$ cat src/rtl/prot_region_pkg.sv
package prot_region_pkg;

  localparam int unsigned BASE_LSB  = 5;
  localparam int unsigned BASE_W    = 32 - BASE_LSB;
  localparam int unsigned VALID_BIT = 4;
  localparam int unsigned RNUM_W    = 4;

  typedef struct packed {
    logic       xn;
    logic [2:0] ap;
    logic [2:0] tex;
    logic       s;
    logic       c;
    logic       b;
    logic [4:0] size;
    logic       en;
  } attr_t;

  typedef enum logic [2:0] {
    SEL_NONE,
    SEL_TYPE,
    SEL_CTRL,
    SEL_NUM,
    SEL_BASE,
    SEL_ATTR
  } sel_e;

  function automatic attr_t attr_unpack(input logic [31:0] w);
    attr_t a;
    a.en   = w[0];
    a.size = w[5:1];
    a.b    = w[8];
    a.c    = w[9];
    a.s    = w[10];
    a.tex  = w[13:11];
    a.ap   = w[18:16];
    a.xn   = w[20];
    return a;
  endfunction

  function automatic logic [31:0] attr_pack(input attr_t a);
    logic [31:0] w;
    w        = '0;
    w[0]     = a.en;
    w[5:1]   = a.size;
    w[8]     = a.b;
    w[9]     = a.c;
    w[10]    = a.s;
    w[13:11] = a.tex;
    w[18:16] = a.ap;
    w[20]    = a.xn;
    return w;
  endfunction

endpackage

$ cat src/rtl/prot_bus_decode.sv
module prot_bus_decode
  import prot_region_pkg::*;
#(
  parameter int unsigned ADDR_W  = 8,
  parameter int unsigned ALIASES = 3
) (
  input  logic [ADDR_W-1:0] addr,
  input  logic              wr_en,
  output sel_e              sel,
  output logic              wr_ctrl,
  output logic              wr_num,
  output logic              wr_base,
  output logic              wr_attr
);

  localparam int unsigned WIDX_W    = ADDR_W - 2;
  localparam int unsigned FIRST_WIN = 3;
  localparam int unsigned LAST_WIN  = FIRST_WIN + 1 + 2 * ALIASES;

  logic [WIDX_W-1:0] widx;

  assign widx = addr[ADDR_W-1:2];

  always_comb begin
    sel = SEL_NONE;
    if (int'(widx) == 0)      sel = SEL_TYPE;
    else if (int'(widx) == 1) sel = SEL_CTRL;
    else if (int'(widx) == 2) sel = SEL_NUM;
    else if (int'(widx) >= int'(FIRST_WIN) && int'(widx) <= int'(LAST_WIN)) begin
      // window pairs start on an odd word: odd = base, even = attribute
      sel = widx[0] ? SEL_BASE : SEL_ATTR;
    end
  end

  assign wr_ctrl = wr_en && (sel == SEL_CTRL);
  assign wr_num  = wr_en && (sel == SEL_NUM);
  assign wr_base = wr_en && (sel == SEL_BASE);
  assign wr_attr = wr_en && (sel == SEL_ATTR);

endmodule

$ cat src/rtl/prot_select_ctrl.sv
module prot_select_ctrl
  import prot_region_pkg::*;
#(
  parameter int unsigned IDX_W = 3
) (
  input  logic             clk,
  input  logic             rst_n,
  input  logic             wr_ctrl,
  input  logic             wr_num,
  input  logic             wr_base,
  input  logic [31:0]      wdata,
  output logic [IDX_W-1:0] cur_num,
  output logic [IDX_W-1:0] tgt_num,
  output logic             mpu_en,
  output logic             bg_en
);

  logic [IDX_W-1:0] num_q, num_d;
  logic             mpu_en_q, mpu_en_d;
  logic             bg_en_q, bg_en_d;
  logic             num_ce, ctrl_ce;
  logic             base_sets_num;

  assign base_sets_num = wr_base && wdata[VALID_BIT];

  always_comb begin
    num_ce = wr_num || base_sets_num;
    num_d  = wdata[IDX_W-1:0];
    ctrl_ce  = wr_ctrl;
    mpu_en_d = wdata[0];
    bg_en_d  = wdata[1];
  end

  always_ff @(posedge clk or negedge rst_n) begin
    if (!rst_n) begin
      num_q    <= '0;
      mpu_en_q <= 1'b0;
      bg_en_q  <= 1'b0;
    end else begin
      if (num_ce) num_q <= num_d;
      if (ctrl_ce) begin
        mpu_en_q <= mpu_en_d;
        bg_en_q  <= bg_en_d;
      end
    end
  end

  assign cur_num = num_q;
  assign tgt_num = base_sets_num ? wdata[IDX_W-1:0] : num_q;
  assign mpu_en  = mpu_en_q;
  assign bg_en   = bg_en_q;

endmodule

$ cat src/rtl/prot_region_slot.sv
module prot_region_slot
  import prot_region_pkg::*;
(
  input  logic              clk,
  input  logic              rst_n,
  input  logic              we_base,
  input  logic              we_attr,
  input  logic [BASE_W-1:0] base_d,
  input  attr_t             attr_d,
  output logic [BASE_W-1:0] base_q,
  output attr_t             attr_q
);

  logic [BASE_W-1:0] base_r, base_nx;
  attr_t             attr_r, attr_nx;

  always_comb begin
    base_nx = we_base ? base_d : base_r;
    attr_nx = we_attr ? attr_d : attr_r;
  end

  always_ff @(posedge clk or negedge rst_n) begin
    if (!rst_n) begin
      base_r <= '0;
      attr_r <= '0;
    end else begin
      base_r <= base_nx;
      attr_r <= attr_nx;
    end
  end

  assign base_q = base_r;
  assign attr_q = attr_r;

endmodule

$ cat src/rtl/prot_region_regfile.sv
module prot_region_regfile
  import prot_region_pkg::*;
#(
  parameter int unsigned NUM_REGIONS = 8,
  parameter int unsigned ADDR_W      = 8,
  parameter int unsigned ALIASES     = 3
) (
  input  logic                          clk,
  input  logic                          rst_n,
  input  logic [ADDR_W-1:0]             bus_addr,
  input  logic                          bus_wr_en,
  input  logic [31:0]                   bus_wdata,
  output logic [31:0]                   bus_rdata,
  output logic                          mpu_en_o,
  output logic                          bg_en_o,
  output logic [NUM_REGIONS-1:0]        region_en_o,
  output logic [NUM_REGIONS*BASE_W-1:0] region_base_o,
  output logic [NUM_REGIONS*5-1:0]      region_size_o,
  output logic [NUM_REGIONS*3-1:0]      region_ap_o,
  output logic [NUM_REGIONS-1:0]        region_xn_o,
  output logic [NUM_REGIONS*6-1:0]      region_mtype_o
);

  localparam int unsigned IDX_W    = $clog2(NUM_REGIONS);
  localparam int unsigned TYPE_LSB = 8;

  logic [1:0]       rst_sync_q;
  logic             rst_int_n;
  sel_e             rd_sel;
  logic             wr_ctrl, wr_num, wr_base, wr_attr;
  logic [IDX_W-1:0] cur_num, tgt_num;
  logic             mpu_en, bg_en;
  attr_t            attr_wr;
  logic [BASE_W-1:0] slot_base [NUM_REGIONS];
  attr_t             slot_attr [NUM_REGIONS];

  // asynchronous assertion, synchronous release
  always_ff @(posedge clk or negedge rst_n) begin
    if (!rst_n) rst_sync_q <= 2'b00;
    else        rst_sync_q <= {rst_sync_q[0], 1'b1};
  end
  assign rst_int_n = rst_sync_q[1];

  prot_bus_decode #(
    .ADDR_W (ADDR_W),
    .ALIASES(ALIASES)
  ) u_decode (
    .addr   (bus_addr),
    .wr_en  (bus_wr_en),
    .sel    (rd_sel),
    .wr_ctrl(wr_ctrl),
    .wr_num (wr_num),
    .wr_base(wr_base),
    .wr_attr(wr_attr)
  );

  prot_select_ctrl #(
    .IDX_W(IDX_W)
  ) u_select (
    .clk    (clk),
    .rst_n  (rst_int_n),
    .wr_ctrl(wr_ctrl),
    .wr_num (wr_num),
    .wr_base(wr_base),
    .wdata  (bus_wdata),
    .cur_num(cur_num),
    .tgt_num(tgt_num),
    .mpu_en (mpu_en),
    .bg_en  (bg_en)
  );

  assign attr_wr = attr_unpack(bus_wdata);

  for (genvar g = 0; g < int'(NUM_REGIONS); g++) begin : g_slot
    logic we_base_g, we_attr_g;
    assign we_base_g = wr_base && (tgt_num == IDX_W'(g));
    assign we_attr_g = wr_attr && (cur_num == IDX_W'(g));

    prot_region_slot u_slot (
      .clk    (clk),
      .rst_n  (rst_int_n),
      .we_base(we_base_g),
      .we_attr(we_attr_g),
      .base_d (bus_wdata[31:BASE_LSB]),
      .attr_d (attr_wr),
      .base_q (slot_base[g]),
      .attr_q (slot_attr[g])
    );

    assign region_en_o[g]                 = slot_attr[g].en;
    assign region_base_o[g*BASE_W +: BASE_W] = slot_base[g];
    assign region_size_o[g*5 +: 5]        = slot_attr[g].size;
    assign region_ap_o[g*3 +: 3]          = slot_attr[g].ap;
    assign region_xn_o[g]                 = slot_attr[g].xn;
    assign region_mtype_o[g*6 +: 6]       = {slot_attr[g].tex, slot_attr[g].s,
                                             slot_attr[g].c, slot_attr[g].b};
  end

  always_comb begin
    bus_rdata = '0;
    case (rd_sel)
      SEL_TYPE: bus_rdata = 32'(NUM_REGIONS) << TYPE_LSB;
      SEL_CTRL: bus_rdata = {30'b0, bg_en, mpu_en};
      SEL_NUM:  bus_rdata = 32'(cur_num);
      SEL_BASE: bus_rdata = {slot_base[cur_num], 1'b0, RNUM_W'(cur_num)};
      SEL_ATTR: bus_rdata = attr_pack(slot_attr[cur_num]);
      default:  bus_rdata = '0;
    endcase
  end

  assign mpu_en_o = mpu_en;
  assign bg_en_o  = bg_en;

endmodule

$ cat config.mk
export PLATFORM = sky130hd
export DESIGN_NAME = prot_region_regfile
export DESIGN_NICKNAME = d
export VERILOG_FILES = /design/src/rtl/prot_region_pkg.sv /design/src/rtl/prot_bus_decode.sv /design/src/rtl/prot_select_ctrl.sv /design/src/rtl/prot_region_slot.sv /design/src/rtl/prot_region_regfile.sv
export SDC_FILE = /design/constraint.sdc
export NUM_CORES = 1
export LEC_CHECK = 0
export BUFFER_PORTS_ARGS = -buffer_cell sky130_fd_sc_hd__buf_2
export CELL_PAD_IN_SITES_DETAIL_PLACEMENT = 1
export CELL_PAD_IN_SITES_GLOBAL_PLACEMENT = 2
export CORE_UTILIZATION = 39
export CTS_CLUSTER_SIZE = 28
export DETAILED_ROUTE_END_ITERATION = 6
export HOLD_SLACK_MARGIN = 0.08
export PLACE_DENSITY_LB_ADDON = 0.1
export SLEW_MARGIN = 10
export SYNTH_ARGS = -nofsm -noshare
export SYNTH_HDL_FRONTEND = slang
export SYNTH_SLANG_ARGS = --single-unit
$ cat constraint.sdc
create_clock -name clk -period 26 [get_ports clk]
set_input_delay 1.3 -clock clk [delete_from_list [all_inputs] [get_ports clk]]
set_output_delay 1.3 -clock clk [all_outputs]
set_load 0.005 [all_outputs]
==> metrics.md, run 1 <==
| Metric | Value |
|---|---|
| Gpl congestion | around 0.78 |
| CTS tree | done |
| Buffers inserted by post-CTS timing repair | 0 |
| Final instance area | approximately 0.020 sq mm |
| Crit-path slowest cell | dfrtp_4 |
| Post-Synthesis Mean Instance Area | roughly 15 sq um |
| Setup TNS after final layout | 0 ps |
| CTS-repair resized insts | 0 |
| Power per cell area | 80.4 mW/mm^2 |
| Share of total power in the clock network | between 30% and 40% |
| Setup repair after global routing missed its margin | false |
| Largest fanout on the critical path | 56 |
| PnR Total Power | ~1.6 mW |
| Growth of design area from synthesis to finish | 24.5% |
| Sequential group share of total power | 42.8% |
| Share of final-layout standard cells stronger than drive strength 1 | between 60 and 70% |
| Core area | ~0.041 sq mm |
| Antenna cells | 0 |
| P_int | approximately 1.1 mW |
| Iteration-0 DRC Markers | around 520 |
| Combinational fraction of design power | 21.7% |
| Via count | 11,100 |
| Delay-heaviest family, CP | flip-flops |
| Wire length per cell after detailed routing | ~28 um |
| Seq cells post-synth | 351 |
| DP HPWL | between 30,000 and 40,000 um |
| Delay contributed by the slowest stage of the critical path | 1060 ps |
| Headroom to the max-slew limit | just under 20% |
| Syn Std Cell Area | around 0.016 sq mm |
| Total setup violations reported at the end of the flow | 0 |
| Number of levels in the clock H-tree | 2 |
| Aggregate routed wire length | around 56,000 um |
| Element type at the critical path end | output pin |
| Final ANT Viol Nets | 0 |
| Register area share after synthesis | 54.3% |
| Top cell type's share of synthesized area | a little over half |
| Standby leakage power | 10.5 nW |
| Reported max-cap violation count | 0 |
| Final cycle utilization of the critical path | 20.0% |
| Fmax | about 0.19 GHz |
| Aggregate global routing overflow | 0 |
| Switching portion of total power | 29.5% |
| Required @ worst endpoint | 24,700 ps |
| Initial antenna violation count | 0 |
| Die outline width | ~200 um |
| Root buf cell | clkbuf_16 |
| Total of buffers placed on input and output ports | 418 |
| Aggregate global-route resource usage | between 20% and 30% |
| Async set-or-reset flop fraction in the synthesized netlist | 100% |
| Most frequent cells after synthesis | dfrtp_1, mux2_2, mux4_2 |
| First-pass iteration count of the detailed router | 6 |
| Dominant cell type by area after synthesis | dfrtp_1 |
| Buffers plus inverters on the worst setup path | 2 |
| Result of the run | completed |
| Switching power summed over all nets | ~0.48 mW |
| Placed standard-cell area | 0.0188 sq mm |
| Number of different library cells in the post-synthesis netlist | 47 |
| Number of CTS-inserted buffers | 41 |
| Ordered list of cells on the worst path | buf_4 > mux4_2 > mux2i_1 > a2bb2oi_1 > o21ai_0 > buf_2 |
| Yosys warns | 0 |
| Clock latency of the later-clocked register in the worst-skew pair | between 500 and 600 ps |
| Count of standard-cell rows | 74 |
| Io pins | 421 |
| First-pass GRT wire length | about 82,000 um |
| Largest vdd supply drop | 50.8 uV |
| Critical Path AT | 3910 ps |
| Height of the chip | slightly above 200 um |
| Via count of the first global-routing pass | 11,900 |
| Synth top area cells | dfrtp_1, mux2_2, mux4_2, mux2_1, nand2_1 |
| Most common cell in the netlist | dfrtp_1 |
| Area enclosed by the die boundary | approximately 0.042 sq mm |
| Maximum number of pins on one net before global-route repair | 76 |
| Count of final max-slew check failures | 0 |
| Nets | around 1,500 |
| Post-synth net total | 1,088 |
| Via/cell ratio | 5.52 |
| Post-Synthesis Cells | between 1,000 and 1,500 |
| Measured slew at the worst slew-check pin | about 1200 ps |
| Category of the critical setup timing path | reg2out |
| Post-detailed-route DRC marker count | 0 |
| Number of enable-type register cells in the synthesized netlist | 0 |
| Worst setup SP type | flop |
| Min-Delay Path Class | reg2reg |
| Clock transition at the register clock pins on the worst setup and hold paths after CTS | 60 ps |
| Clock sink total | approximately 350 |
| Starting density of the core | 39.6% |
| Number of endpoints with negative hold slack in the final report | 0 |
| Clock period minus worst slack | about 5200 ps |
| Primary flip-flop cell chosen by synthesis mapping | dfrtp_1 |
| Quantity of hold-fixing buffers added after cts | 0 |
| Maximum number of buffers from clock root to sink | 3 |
| Setup Skew | 17.4 ps |
[metrics by stage]
step	instances	util [%]	setup slack, ps	hold slack (ps)
floorplan	1045	-	15490	331
global placement	1938	46.1	20980	335
detailed placement	1938	46.1	20960	338
CTS	2011	49.3	20800	355
global route	2011	49.3	20720	357
finish	2011	49.3	20790	348
[registers in the layout, indices dropped and copies added, names as in the netlist]
name                  cells
u_select.bg_en            1
u_select.cur_num          3
g_slot.u_slot.attr_q    128
rst_sync_q                2
g_slot.u_slot.base_q    216
u_select.mpu_en           1
[power groups by stage]
stage / clock (mW) / combinational [mW] / sequential, mW
2_1_floorplan: 0 / 0.204 / 0.685
3_3_place_gp: 0 / 0.352 / 0.699
3_5_place_dp: 0 / 0.355 / 0.704
4_1_cts: 0.590 / 0.356 / 0.695
5_1_grt: 0.611 / 0.378 / 0.707
6_report: 0.575 / 0.351 / 0.693
[per-layer routing]
layer	part of all wire (%)	vias to the layer above	GRT usage [%]
met1	42	5946	35.7
li1	-	4728	-
met5	0	-	0
met3	7.4	88	7.40
met2	47	343	41.8
met4	3.0	0	9.39
[placed cells by master (no fill, tap or decap), types with 2 or more instances in the layout]
master and instances:
a211oi_1 19, nor2_1 2, nor3_4 4, clkbuf_8 8, mux2_2 290, mux2_1 58, nand3b_1 2, dfrtp_4 3
o21a_1 2, clkbuf_1 11, clkbuf_16 42, dfrtp_1 347, nand2_1 48, bufinv_16 2, buf_2 418, a211oi_4 2
nor4_4 3, nand3_1 6, clkinv_2 8, a21oi_1 21, a2bb2oi_1 2, o21ai_0 6, buf_4 26, and2_1 9
xor2_1 2, a221o_1 2, or3_1 4, nor3_1 2, mux4_2 86, mux2i_1 14, nor3b_1 4, nand4_1 4
[final cells by class]
class	instances	area, sq um
clock inverters	12	124
inverters	2	7.51
clock buffers	61	1200
multi-input cells	609	7050
fillers	4116	20700
repair buffers	444	2290
well taps	532	666
flip-flops and latches	351	8800
[path summary, 6_finish.rpt]
| kind | from | end | slack (ps) | cells after the start |
|---|---|---|---|---|
| worst max-delay path | u_select.cur_num[1] | bus_rdata[11] | 20790 | 6 |
| worst max register to register | u_select.cur_num[2] | g_slot[0].u_slot.base_q[26] | 22240 | 6 |
| min in group asynchronous | rst_sync_q[1] | g_slot[6].u_slot.base_q[12] | 460 | 0 |
| worst min-delay path | rst_sync_q[0] | rst_sync_q[1] | 350 | 0 |
| max in group asynchronous | rst_sync_q[1] | g_slot[2].u_slot.base_q[26] | 22260 | 3 |
| worst min register to register | rst_sync_q[0] | rst_sync_q[1] | 350 | 0 |
[worst register-to-register path: cells and delay by family (launching register included)]
family                 cells  cell delay [ps]
muxes                      1              400
AOI/OAI and AO/OA          1              480
DFF                        1              400
buffers and inverters      3             1500
and+or+nand+nor            1              870
[kinds of logic after synthesis]
logic type      synth area share (%)
mux                             37.1
flops                           54.3
simple gates                    3.32
buf+inv                         2.41
compound gates                  2.75
xor+xnor                       0.108
other cells                   0.0232
Note: power is estimated with default switching activity, not from simulation.
==> run 2: changes to the inputs <==
ABC_AREA = 1   (was not set)
CORE_UTILIZATION = 31   (was 39)
clock period = 5.2 ns   (was 26 ns; I/O delays follow)
==> run 2 against run 1 <==
Sequential cell count is the same. Global-route usage rose by 2.5 points. Worst setup slack lost 19000 ps.
==> metrics.md, run 2 <==
| Metric | Value |
|---|---|
| Number of fill cells | 5,979 (was 4,116) |
| Share of final-layout standard cells stronger than drive strength 1 | 24.3% (was 61.1%) |
| Headroom to the max-slew limit | 31.8% (was 19.6%) |
| Post-detailed-route DRC marker count | 0 (unchanged) |
| Min-Delay Path Class | in2reg (was reg2reg) |
| Maximum number of buffers from clock root to sink | 3 (unchanged) |
| Most frequent standard cell in the layout excluding fill and tap cells | nand2_1 (was buf_2) |
| Measured slew at the worst slew-check pin | 1020 ps (was 1200 ps) |
| Io pins | 421 (unchanged) |
| Required @ worst endpoint | 4940 ps (was 24,700 ps) |
| Synth top area cells | dfrtp_1, nand2_1, nand3_1, o21ai_0, o22ai_1 (was dfrtp_1, mux2_2, mux4_2, mux2_1, nand2_1) |
| Final instance area | 0.0201 sq mm (about the same) |
| Via count | 15,400 (was 11,100) |
| Reported max-cap violation count | 0 (unchanged) |
| Routed met1 length | 31,500 um (was 23,700 um) |
| Aggregate routed wire length | 77,100 um (was 55,900 um) |
| CTS-repair resized insts | 0 (unchanged) |
| Standby leakage power | 10.9 nW (was 10.5 nW) |
| Seq cells post-synth | 351 (unchanged) |
| Commonest cells after routing, fill and taps aside | nand2_1, buf_2, dfrtp_1 (was buf_2, dfrtp_1, mux2_2) |
| Growth of design area from synthesis to finish | 26.7% (was 24.5%) |
| Height of the chip | 228 um (was 206 um) |
| Nets | 2,273 (was 1,492) |
| Worst setup SP type | flop (unchanged) |
| Number of different library cells in the post-synthesis netlist | 31 (was 47) |
| Antenna cells | 0 (unchanged) |
| Count of final max-slew check failures | 0 (unchanged) |
| Final ANT Viol Nets | 0 (unchanged) |
| Final cycle utilization of the critical path | 74.7% |
| Total setup violations reported at the end of the flow | 0 (unchanged) |
| Iteration-0 DRC Markers | 1,155 (was 516) |
| Finished Layout Cells | 2,935 (was 2,011) |
| Setup TNS after final layout | 0 ps (unchanged) |
| Post-Synthesis Mean Instance Area | 8.43 sq um (was 15.5 sq um) |
| Number of endpoints with negative hold slack in the final report | 0 (unchanged) |
| Number of levels in the clock H-tree | 2 (unchanged) |
| DP HPWL | 51,500 um (was 37,500 um) |
| Dominant cell type by area after synthesis | dfrtp_1 (unchanged) |
| Starting density of the core | 31.5% (was 39.6%) |
| Setup Skew | 12.9 ps (was 17.4 ps) |
| Primary flip-flop cell chosen by synthesis mapping | dfrtp_1 (unchanged) |
| Via count of the first global-routing pass | 15,800 (was 11,900) |
| Via/cell ratio | 5.26 (was 5.52) |
| Number of placed cells counting well taps | 2,829 (was 1,938) |
| Number of CTS-inserted buffers | 43 (was 41) |
| Detailed route wirelength on metal3 | 4750 um (was 4150 um) |
| Element type at the critical path end | output pin (unchanged) |
| First-pass GRT wire length | 112,000 um (was 82,200 um) |
| Result of the run | completed (unchanged) |
| Clock latency of the later-clocked register in the worst-skew pair | 570 ps (about the same) |
| Largest vdd supply drop | 217 uV (was 50.8 uV) |
| Fmax | ~0.26 GHz |
| Initial antenna violation count | 0 (unchanged) |
| Gpl congestion | 0.866 (was 0.775) |
| Root buf cell | clkbuf_16 (unchanged) |
| Number of enable-type register cells in the synthesized netlist | 0 (unchanged) |
| Post-Synthesis Cells | 1,879 (was 1,045) |
| First-pass iteration count of the detailed router | 5 (was 6) |
| Register area share after synthesis | 55.5% (was 54.3%) |
| Yosys warns | 0 (unchanged) |
| Aggregate global-route resource usage | 29.2% (was 26.8%) |
| Core area | 0.0503 sq mm (was 0.0408 sq mm) |
| Top cell type's share of synthesized area | 55.5% (was 54.3%) |
| Number of flip-flops in the largest register | 216 (unchanged) |
| Maximum number of pins on one net before global-route repair | 115 (was 76) |
| Largest fanout on the critical path | 47 (was 56) |
| Wire length per cell after detailed routing | 26.3 um (was 27.8 um) |
| Setup repair after global routing missed its margin | false (unchanged) |
| Syn Std Cell Area | 0.0158 sq mm (was 0.0162 sq mm) |
| Power per cell area | 501 mW/mm^2 (was 80.4 mW/mm^2) |
| Most common cell in the netlist | nand2_1 (was dfrtp_1) |
| Clock sink total | 351 (unchanged) |
| Area enclosed by the die boundary | 0.0520 sq mm (was 0.0423 sq mm) |
| Placed standard-cell area | 0.0183 sq mm (was 0.0188 sq mm) |
| Async set-or-reset flop fraction in the synthesized netlist | 100% (unchanged) |
| Aggregate global routing overflow | 0 (unchanged) |
| Clock period minus worst slack | 3880 ps |
| Wire length on met2 | 38,400 um (was 26,400 um) |
| Top layer reached by signal wires | met4 (unchanged) |
| Count of standard-cell rows | 82 (was 74) |
| CTS tree | done (unchanged) |
| Clock transition at the register clock pins on the worst setup and hold paths after CTS | 60 ps (about the same) |
| Die outline width | 228 um (was 206 um) |
| Category of the critical setup timing path | reg2out (unchanged) |
| Post-synth net total | 1,922 (was 1,088) |
| Most frequent cells after synthesis | nand2_1, dfrtp_1, nand3_1 (was dfrtp_1, mux2_2, mux4_2) |
| Critical Path AT | 3620 ps (was 3910 ps) |
| Total of buffers placed on input and output ports | 418 (unchanged) |
[run 2: path summary, 6_finish.rpt]
| check | slack [ps] | depth (start not counted) | from | endpoint |
|---|---|---|---|---|
| worst min register to register | 350 | 0 | rst_sync_q[0] | rst_sync_q[1] |
| worst min-delay path | 120 | 3 | bus_wdata[11] | g_slot[5].u_slot.base_q[6] |
| max in group asynchronous | 3320 | 1 | rst_sync_q[1] | g_slot[1].u_slot.attr_q[14] |
| min in group asynchronous | 500 | 0 | rst_sync_q[1] | g_slot[2].u_slot.base_q[22] |
| worst max register to register | 2310 | 5 | u_select.cur_num[0] | g_slot[2].u_slot.attr_q[2] |
| worst max-delay path | 1320 | 8 | u_select.cur_num[1] | bus_rdata[12] |
[run 2: worst max-delay path, cell delays in order, from the launching register on]
cell and delay (ps):
dfrtp_1 510, inv_1 210, nand2_4 630, buf_4 390, o22ai_1 100, o21ai_0 480
nand3_1 270, nand2_1 210, buf_2 140
[run 2: metal layers]
layer | vias to the layer above | GRT usage [%]
li1 | 7060 | -
met3 | 94 | 7.21
met4 | 0 | 8.91
met5 | - | 0
met1 | 7849 | 35.7
met2 | 430 | 50.6
[run 2: what timing repair did]
action | CTS | global route
endpoints found under the hold margin | 179 | 0
hold buffers | 28 | 0
setup buffers | 0 | 0
[run 2: cells by family after synthesis]
group	share of synthesized area, %
compound gates	13.7
flops	55.5
other cells	0.0237
simple gates	25.4
buf+inv	5.43
[run 2: cell type report]
| class | instances | area (sq um) | share of cell area [%] |
|---|---|---|---|
| Clock inverter | 9 | 123 | 0.611 |
| Sequential cell | 351 | 8790 | 43.8 |
| Timing Repair Buffer | 471 | 2620 | 13.1 |
| Clock buffer | 69 | 1330 | 6.61 |
| Tap cell | 672 | 841 | 4.19 |
| Inverter | 30 | 113 | 0.561 |
| Multi-Input combinational cell | 1333 | 6260 | 31.2 |
[run 2: report_power, final]
group / leakage (nW) / total (mW) / switching (mW) / internal, mW
clock network: 0.711 / 3.13 / 1.24 / 1.89
logic: 5.47 / 3.10 / 2.06 / 1.04
registers: 4.75 / 3.82 / 0.532 / 3.28
total: 10.9 / 10.0 / 3.83 / 6.21
[run 2: per-stage QoR]
step           utilization (%)  worst slack (ps)  total power [mW]  hold WS (ps)
2_1_floorplan                -              1730              5.21         -35.6
3_3_place_gp              36.5              1560              6.91          46.8
3_5_place_dp              36.5              1550              6.97          48.4
4_1_cts                   39.9              1320              10.1          80.7
5_1_grt                   39.9              1260              10.5           109
6_report                  39.9              1320              10.0           121
